**src/rtl/stx_pkg.sv**
```systemverilog
package stx_pkg;
   typedef enum logic {
      LAUNCH_ON_FALL = 1'b0,
      LAUNCH_ON_RISE = 1'b1
   } stx_pol_e;

   function automatic int stx_cnt_bits(input int frame_w);
      return $clog2(frame_w + 1);
   endfunction
endpackage

```
**src/rtl/stx_sync.sv**
```systemverilog
module stx_sync #(
   parameter int STAGES = 2
) (
   input  logic clk,
   input  logic rst_n,
   input  logic d,
   output logic q
);
   if (STAGES < 2) begin : g_bad_stages
      $error("stx_sync: STAGES must be at least 2");
   end

   logic [STAGES-1:0] chain;

   always_ff @(posedge clk or negedge rst_n) begin
      if (!rst_n) chain[0] <= 1'b0;
      else        chain[0] <= d;
   end

   for (genvar i = 1; i < STAGES; i++) begin : g_stage
      always_ff @(posedge clk or negedge rst_n) begin
         if (!rst_n) chain[i] <= 1'b0;
         else        chain[i] <= chain[i-1];
      end
   end

   assign q = chain[STAGES-1];
endmodule

```
**src/rtl/stx_hold.sv**
```systemverilog
module stx_hold #(
   parameter int FRAME_W = 9
) (
   input  logic               clk,
   input  logic               rst_n,
   input  logic               clr,
   input  logic               wr,
   input  logic [FRAME_W-1:0] wr_word,
   input  logic               wr_long,
   input  logic               take,
   output logic               valid,
   output logic [FRAME_W-1:0] word,
   output logic               long_q
);
   always_ff @(posedge clk or negedge rst_n) begin
      if (!rst_n) begin
         valid  <= 1'b0;
         word   <= '0;
         long_q <= 1'b0;
      end else if (clr) begin
         valid  <= 1'b0;
      end else if (wr) begin
         valid  <= 1'b1;
         word   <= wr_word;
         long_q <= wr_long;
      end else if (take) begin
         valid  <= 1'b0;
      end
   end


   hold_keeps_chk: assert property (@(posedge clk) disable iff (!rst_n)
      (valid && !take && !clr) |=> valid);
endmodule

```
**src/rtl/stx_shift.sv**
```systemverilog
module stx_shift
   import stx_pkg::*;
#(
   parameter int DATA_W  = 8,
   parameter int FRAME_W = DATA_W + 1,
   parameter int CNT_W   = stx_cnt_bits(FRAME_W)
) (
   input  logic               clk,
   input  logic               rst_n,
   input  logic               clr,
   input  logic               sck_s,
   input  stx_pol_e           pol,
   input  logic               hold_valid,
   input  logic [FRAME_W-1:0] hold_word,
   input  logic               hold_long,
   output logic               take,
   output logic               busy,
   output logic               sdo
);
   logic               sck_d;
   logic               rise, fall, launch;
   logic [FRAME_W-1:0] sr;
   logic [CNT_W-1:0]   cnt;

   always_ff @(posedge clk or negedge rst_n) begin
      if (!rst_n) sck_d <= 1'b0;
      else        sck_d <= sck_s;
   end

   assign rise   = sck_s & ~sck_d;
   assign fall   = ~sck_s & sck_d;
   assign launch = (pol == LAUNCH_ON_RISE) ? rise : fall;

   assign take = !clr && hold_valid &&
                 ((cnt == '0) || ((cnt == CNT_W'(1)) && launch));

   always_ff @(posedge clk or negedge rst_n) begin
      if (!rst_n) begin
         cnt <= '0;
         sr  <= '1;
      end else if (clr) begin
         cnt <= '0;
         sr  <= '1;
      end else if (take) begin
         sr  <= hold_word;
         cnt <= hold_long ? CNT_W'(FRAME_W) : CNT_W'(DATA_W);
      end else if (launch && (cnt != '0)) begin
         sr  <= {1'b1, sr[FRAME_W-1:1]};
         cnt <= cnt - CNT_W'(1);
      end
   end

   assign busy = (cnt != '0);
   assign sdo  = busy ? sr[0] : 1'b1;


   cnt_range_chk: assert property (@(posedge clk) disable iff (!rst_n)
      cnt <= CNT_W'(FRAME_W));


   sdo_stable_chk: assert property (@(posedge clk) disable iff (!rst_n)
      (!launch && !take && !clr) |=> $stable(sdo));
endmodule

```
**src/rtl/sync_slave_tx.sv**
```systemverilog
module sync_slave_tx
   import stx_pkg::*;
#(
   parameter int DATA_W      = 8,
   parameter int SYNC_STAGES = 2,
   parameter bit NINE_EN     = 1'b1
) (
   input  logic              clk,
   input  logic              rst_n,
   input  logic              sync_en,
   input  logic              clk_src_master,
   input  logic              rx_single_en,
   input  logic              rx_cont_en,
   input  logic              port_en,
   input  logic              tx_en,
   input  logic              nine_bit_sel,
   input  logic              ninth_bit,
   input  logic              wr_stb,
   input  logic [DATA_W-1:0] wr_data,
   input  logic              ext_sck,
   input  logic              ck_pol,
   input  logic              buf_irq_en,
   output logic              sdo,
   output logic              buf_empty,
   output logic              sr_empty,
   output logic              irq
);
   localparam int FRAME_W = DATA_W + 1;
   localparam int CNT_W   = stx_cnt_bits(FRAME_W);

   if (DATA_W < 1) begin : g_bad_width
      $error("sync_slave_tx: DATA_W must be at least 1");
   end

   logic               act;
   logic               sck_s;
   logic [FRAME_W-1:0] wr_word;
   logic               wr_long;
   logic               hold_valid, hold_long, take, busy;
   logic [FRAME_W-1:0] hold_word;

   assign act = sync_en & ~clk_src_master & ~rx_single_en & ~rx_cont_en
              & port_en & tx_en;

   if (NINE_EN) begin : g_nine
      assign wr_word = {ninth_bit, wr_data};
      assign wr_long = nine_bit_sel;
   end else begin : g_eight
      assign wr_word = {1'b0, wr_data};
      assign wr_long = 1'b0;
   end

   stx_sync #(.STAGES(SYNC_STAGES)) u_sync (
      .clk  (clk),
      .rst_n(rst_n),
      .d    (ext_sck),
      .q    (sck_s)
   );

   stx_hold #(.FRAME_W(FRAME_W)) u_hold (
      .clk    (clk),
      .rst_n  (rst_n),
      .clr    (~act),
      .wr     (wr_stb & act),
      .wr_word(wr_word),
      .wr_long(wr_long),
      .take   (take),
      .valid  (hold_valid),
      .word   (hold_word),
      .long_q (hold_long)
   );

   stx_shift #(.DATA_W(DATA_W), .FRAME_W(FRAME_W), .CNT_W(CNT_W)) u_shift (
      .clk       (clk),
      .rst_n     (rst_n),
      .clr       (~act),
      .sck_s     (sck_s),
      .pol       (stx_pol_e'(ck_pol)),
      .hold_valid(hold_valid),
      .hold_word (hold_word),
      .hold_long (hold_long),
      .take      (take),
      .busy      (busy),
      .sdo       (sdo)
   );

   assign buf_empty = act & ~hold_valid;
   assign sr_empty  = ~busy & ~hold_valid;
   assign irq       = buf_empty & buf_irq_en;


   disable_clears_chk: assert property (@(posedge clk) disable iff (!rst_n)
      !act |=> sr_empty);


   wr_clears_flag_chk: assert property (@(posedge clk) disable iff (!rst_n)
      (wr_stb && act) |=> !buf_empty);


   transfer_busy_chk: assert property (@(posedge clk) disable iff (!rst_n)
      ($fell(hold_valid) && act && $past(act)) |-> busy);


   inactive_no_load_chk: assert property (@(posedge clk) disable iff (!rst_n)
      (!act && $past(!act)) |-> !hold_valid);
endmodule

```
**config.mk**
```make
export PLATFORM = sky130hd
export DESIGN_NAME = sync_slave_tx
export DESIGN_NICKNAME = d
export VERILOG_FILES = /design/src/rtl/stx_pkg.sv /design/src/rtl/stx_sync.sv /design/src/rtl/stx_hold.sv /design/src/rtl/stx_shift.sv /design/src/rtl/sync_slave_tx.sv
export SDC_FILE = /design/constraint.sdc
export NUM_CORES = 1
export LEC_CHECK = 0
export ABC_AREA = 1
export BUFFER_PORTS_ARGS = -buffer_cell sky130_fd_sc_hd__buf_4
export CAP_MARGIN = 30
export CORE_ASPECT_RATIO = 1.5
export CORE_MARGIN = 4
export CORE_UTILIZATION = 58
export CTS_CLUSTER_SIZE = 28
export DETAILED_ROUTE_END_ITERATION = 8
export PLACE_DENSITY = 0.83
export REMOVE_ABC_BUFFERS = 1
export SLEW_MARGIN = 20
export SYNTH_ARGS = -nofsm -noshare
export SYNTH_HDL_FRONTEND = slang
export SYNTH_SLANG_ARGS = --single-unit
```
**constraint.sdc**
```tcl
create_clock -name clk -period 2.5 [get_ports clk]
set_input_delay 0.5 -clock clk [delete_from_list [all_inputs] [get_ports clk]]
set_output_delay 0.5 -clock clk [all_outputs]
set_load 0.01 [all_outputs]
```
Word-level counts from Yosys, hierarchy flattened. Index checks and enable logic that the tools add are counted.

Equal/unequal tests: 3. Reductions and logical operators: 8. Add/sub/neg operators: 1. Muxes and demuxes: 12. Bitwise gates (word level): 18.

Operators with widths (number): $mux 9 (3); $mux 4 (3); $and 1x1->1 (11); $not 1->1 (7); $mux 1 (6); $ne 3x1->1 const B (2); $eq 4x1->1 const B (1); $logic_and 1x1->1 (4); $logic_not 4->1 (1); $reduce_bool 4->1 (1); $sub 4x1->4 const B (1); $reduce_and 2->1 (1); $logic_or 1x1->1 (1).

Register bits: 27. Output and inout port bits: 4. Logic and storage cells: 50. Input port bits: 22.

Depth between registers and ports, before layout.
Word-level depth: 11. Depth in mapped cells: 12. Depth with buffers taken out: 11.

Cells and area by module. From an unflattened synthesis, not the netlist that was laid out.

Cell total of the unflattened synthesis: 182. Area, all modules: 1496.4 um2.

By module, submodules not included: stx_shift (cells each 117, instances 1, sequential area each 361.6 um2, area an instance 917.1 um2); stx_hold (cells each 49, instances 1, sequential area each 275.3 um2, area an instance 447.9 um2); sync_slave_tx (cells each 14, instances 1, sequential area each 0.0 um2, area an instance 81.3 um2); stx_sync (cells each 2, instances 1, sequential area each 50.0 um2, area an instance 50.0 um2).

Worst setup path before layout. OpenSTA, ideal clock, no wires.

Kind: input to output. From: in clk_src_master. To: out irq. Required time: 2.000 ns. Cell stages on the path: 5. Path buffers: 0. Path slack: 0.884 ns. Arrival time: 1.116 ns. Cells stage by stage: inv_1 > nand2_1 > nor2_2 > nand2_4 > nor3b_1.

Cells in the longest elaborated chain, start to end: 8.

Ends and longest elaborated chain: from (decl) (line sync_slave_tx.sv:11) `input logic clk_src_master,`; $not 1->1 (line sync_slave_tx.sv:42) `assign act = sync_en & ~clk_src_master & ~rx_single_en & ~rx_cont_en`; $and 1x1->1 (3 in series) (line sync_slave_tx.sv:42); $and 1x1->1 (2 in series) (line sync_slave_tx.sv:43) `& port_en & tx_en;`; $and 1x1->1 (line sync_slave_tx.sv:87) `assign buf_empty = act & ~hold_valid;`; $and 1x1->1 (line sync_slave_tx.sv:89) `assign irq = buf_empty & buf_irq_en;`; to (decl) (line sync_slave_tx.sv:26) `output logic irq`.

Every way passes these cells.

Final worst setup path.
From: reg u_shift.cnt[0]. To: out sr_empty.

Cells in the longest elaborated chain, start to end: 3.

Ends and longest elaborated chain: from (decl) (line stx_shift.sv:23) `logic [CNT_W-1:0] cnt;`; from (signal assigned) (line stx_shift.sv:46) `cnt <= hold_long ? CNT_W'(FRAME_W) : CNT_W'(DATA_W);`; from (signal assigned) (line stx_shift.sv:49) `cnt <= cnt - CNT_W'(1);`; $reduce_bool 4->1 (line stx_shift.sv:53) `assign busy = (cnt != '0);`; $not 1->1 (line sync_slave_tx.sv:88) `assign sr_empty = ~busy & ~hold_valid;`; $and 1x1->1 (line sync_slave_tx.sv:88); to (decl) (line sync_slave_tx.sv:25) `output logic sr_empty,`.

Every way passes these cells.

==> metrics.md <==
| Metric | Value |
|---|---|
| Synth warn | `0` |
| Final cell count without fillers | `200` |
| Hold crit path type | `input port to async pin` |
| Drt first pass iters | `4` |
| TritonCTS Buffers | `3` |
| Yosys top cell area share | `31.5%` |
| Skew-Pair Late Insertion Delay | `0.34 ns` |
| Initial Util | `62.6%` |
| CP endpoint kind | `output port` |
| CTS root buf | `clkbuf_4` |
| Async set-reset flop share out of synthesis | `100%` |
| Actual slew at the worst max-slew pin | `0.346 ns` |
| Max Clock Skew | `0.0103 ns` |
| DRT Wirelength | `2670 um` |
| Largest net degree at the start of global routing | `28` |
| Post_cts resized | `0` |
| P_leak | `0.902 nW` |
| RSZ-0062 raised after global routing | `false` |
| Most instantiated cells after synthesis | `46 x nand2_1, 21 x nand3_1, 18 x dfrtp_1, 13 x inv_1` |
| Max-slew violations | `0` |
| TritonCTS clock tree | `done` |
| Die area | `3340 um^2` |
| Syn_area_per_cell | `9.41 um^2` |
| CP max FO | `3` |
| H-tree levels | `1` |
| Register area share after synthesis | `48.0%` |
| Final Cell Area | `1640 um^2` |
| Cell area after synthesis | `1430 um^2` |
| Clock period minus final worst setup slack | `2.05 ns` |
| Top Ports | `26` |
| Clock-pin slew on the worst setup and hold paths | `0.15 ns` |
| WL per Instance | `13.4 um` |
| P_sw | `0.176 mW` |
| Status | `completed` |
| DRT iter0 DRCs | `28` |
| Max Cap Violations | `0` |
| Syn Inst Count | `152` |
| # hold bufs at CTS | `0` |
| GR met3 Demand/Resource | `3.66%` |
| Row count | `21` |
| Fin crit share | `82.2%` |
| Core Util, Final | `71.5%` |
| Area Growth Syn to Fin | `14.3%` |
| Core box area | `2290 um^2` |
| Vias per Instance | `5.51` |
| Crit path DAT | `1.55 ns` |
| Endpoints failing setup | `0` |
| Gr ovfl total | `0` |
| # clock sinks | `27` |
| Die X | `48.5 um` |
| CP cell instances | `inv_1 > ha_1 > inv_1 > nor2_2 > inv_1 > nor2_1 > buf_4` |
| Relative slew slack | `76.8%` |
| Vias | `1101` |
| Final hold viol count | `0` |
| Postcts setup bufs | `0` |
| Slowest stage delay, CP | `0.42 ns` |
| Detailed Place HPWL | `1970 um` |
| Residual DRC | `0` |
| Sw Ratio | `23.4%` |
| Synth Flop Type | `dfrtp_1` |
| Number of synthesized flops with an enable pin | `0` |
| Area after DPL | `1610 um^2` |
| Final Net Count | `202` |
| DP Cell Count | `196` |
| Worst vdd ir | `0.379 mV` |
| Placer Congestion | `0.814` |
| Die Span Y | `68.8 um` |
| Vias in the first global route | `1157` |
| GR Layer Usage met1 | `17.6%` |
| Setup TNS | `0 ns` |
| Tot Pwr | `0.754 mW` |
| Port Buf Inserts | `25` |
| Seq pwr share | `63.5%` |
| Gr busiest metal | `met2` |
| Critical path required time | `2.00 ns` |
| Antenna-violating nets left | `0` |
| Ant diodes | `0` |
| Fillers | `190` |
| Crit start category | `register` |
| Total GRT Usage | `17.5%` |
| GR met2 Demand/Resource | `33.8%` |
| Top-count cell post-synth | `nand2_1` |
| Area contributors post-synth | `dfrtp_1 31%, dfstp_2 17%, nand2_1 12%` |
| FMAX | `0.487 GHz` |
| Layout cell share with drive strength beyond 1 | `35.0%` |
| CP max-delay cell | `dfrtp_1` |
| Synthesized flop and latch total | `27` |
| First-pass GRT wire length | `4610 um` |
| Worst Setup Path Type | `register to output port` |
| Synth cell types | `25` |
| Yosys top cell by area | `dfrtp_1` |
| Initial antenna violation count | `0` |
| Top cell by count, worst path | `inv_1` |
| Clock buffer depth | `2` |
| Clock power frac | `25.8%` |
| Gate power share | `10.7%` |
| P_int | `0.578 mW` |
| Pwr per Cell Area | `461 nW/um^2` |
per-layer routing:
| metal | wire [um] | part of all wire, % |
|---|---|---|
| met2 | 1480 | 55 |
| met1 | 1040 | 39 |
| met3 | 104 | 3.9 |
| met4 | 44 | 1.6 |
| met5 | 0 | 0 |
cells by family (layout without fill, tap and decap cells):
group / after synthesis / in the layout / synth area share, %
fa+ha+maj: 2 / 2 / 1.75
simple gates: 87 / 87 / 29.8
xor+xnor: 2 / 2 / 1.23
compound gates: 4 / 4 / 1.75
mux: 10 / 10 / 10.2
buf+inv: 20 / 45 / 7.17
flops: 27 / 27 / 48.0
worst paths after layout:
check,endpoint,cells past startpoint,startpoint,slack (ns)
setup / recovery,sr_empty,7,u_shift.cnt[0],0.45
hold / removal,u_sync.chain[0],1,rst_n,0.03
setup reg to reg,u_shift.sr[6],11,u_shift.cnt[0],0.73
hold reg to reg,u_sync.q,0,u_sync.chain[0],0.37
max in group asynchronous,u_shift.sr[7],1,rst_n,2.16
min in group clk,u_sync.chain[0],1,ext_sck,0.25
per-stage QoR:
stage                     setup WS, ns  hold slack (ns)
after floorplan                  0.863            0.204
after global placement           0.660            0.339
after detailed placement         0.598            0.339
after CTS                        0.420           0.0438
after global routing             0.316           0.0297
final                            0.445           0.0325
power by group through the flow:
stage	clock network (mW)	registers, mW	logic (mW)
detailed placement	0	0.486	0.0820
global placement	0	0.486	0.0796
floorplan	0	0.481	0.0434
global route	0.221	0.482	0.0897
CTS	0.198	0.478	0.0826
finish	0.194	0.479	0.0809
worst max-delay path, delay by kind of cell (launching register included):
kind	cells	cell delay [ns]
fa+ha+maj	1	0.17
buf+inv	4	0.38
simple gates	2	0.24
flops	1	0.42
registers in the layout, indices dropped and copies added (netlist names):
name           count
u_sync.chain       1
u_hold.word        9
u_sync.q           1
u_shift.sck_d      1
u_hold.long_q      1
u_shift.sr         9
u_hold.valid       1
u_shift.cnt        4
area by class of cell:
| class | instances | area [um^2] | area share, % |
|---|---|---|---|
| repair buffers | 25 | 188 | 11.5 |
| clock inverters | 1 | 7.51 | 0.459 |
| clock buffers | 3 | 22.5 | 1.38 |
| multi-input cells | 105 | 641 | 39.2 |
| well taps | 23 | 28.8 | 1.76 |
| inverters | 16 | 61.3 | 3.75 |
| flip-flops and latches | 27 | 687 | 42.0 |
layout by cell type (no fill, tap or decap):
cell and count:
nand2_1 46, buf_4 25, nand3_1 21, dfrtp_1 18, inv_1 13, mux2_4 9
dfstp_2 9, nor2_1 7, nand2_2 3, nand2_4 3, clkbuf_4 3, inv_2 2
nor2_2 2, xor2_1 2, o21bai_1 2, ha_1 2, nor3b_1 1, or2_2 1
clkinv_2 1, nor2_8 1, or2_1 1, a21oi_1 1, nand3_4 1, o21ai_0 1
mux2_2 1, clkinvlp_4 1
Note: power is estimated with default switching activity, not from simulation.
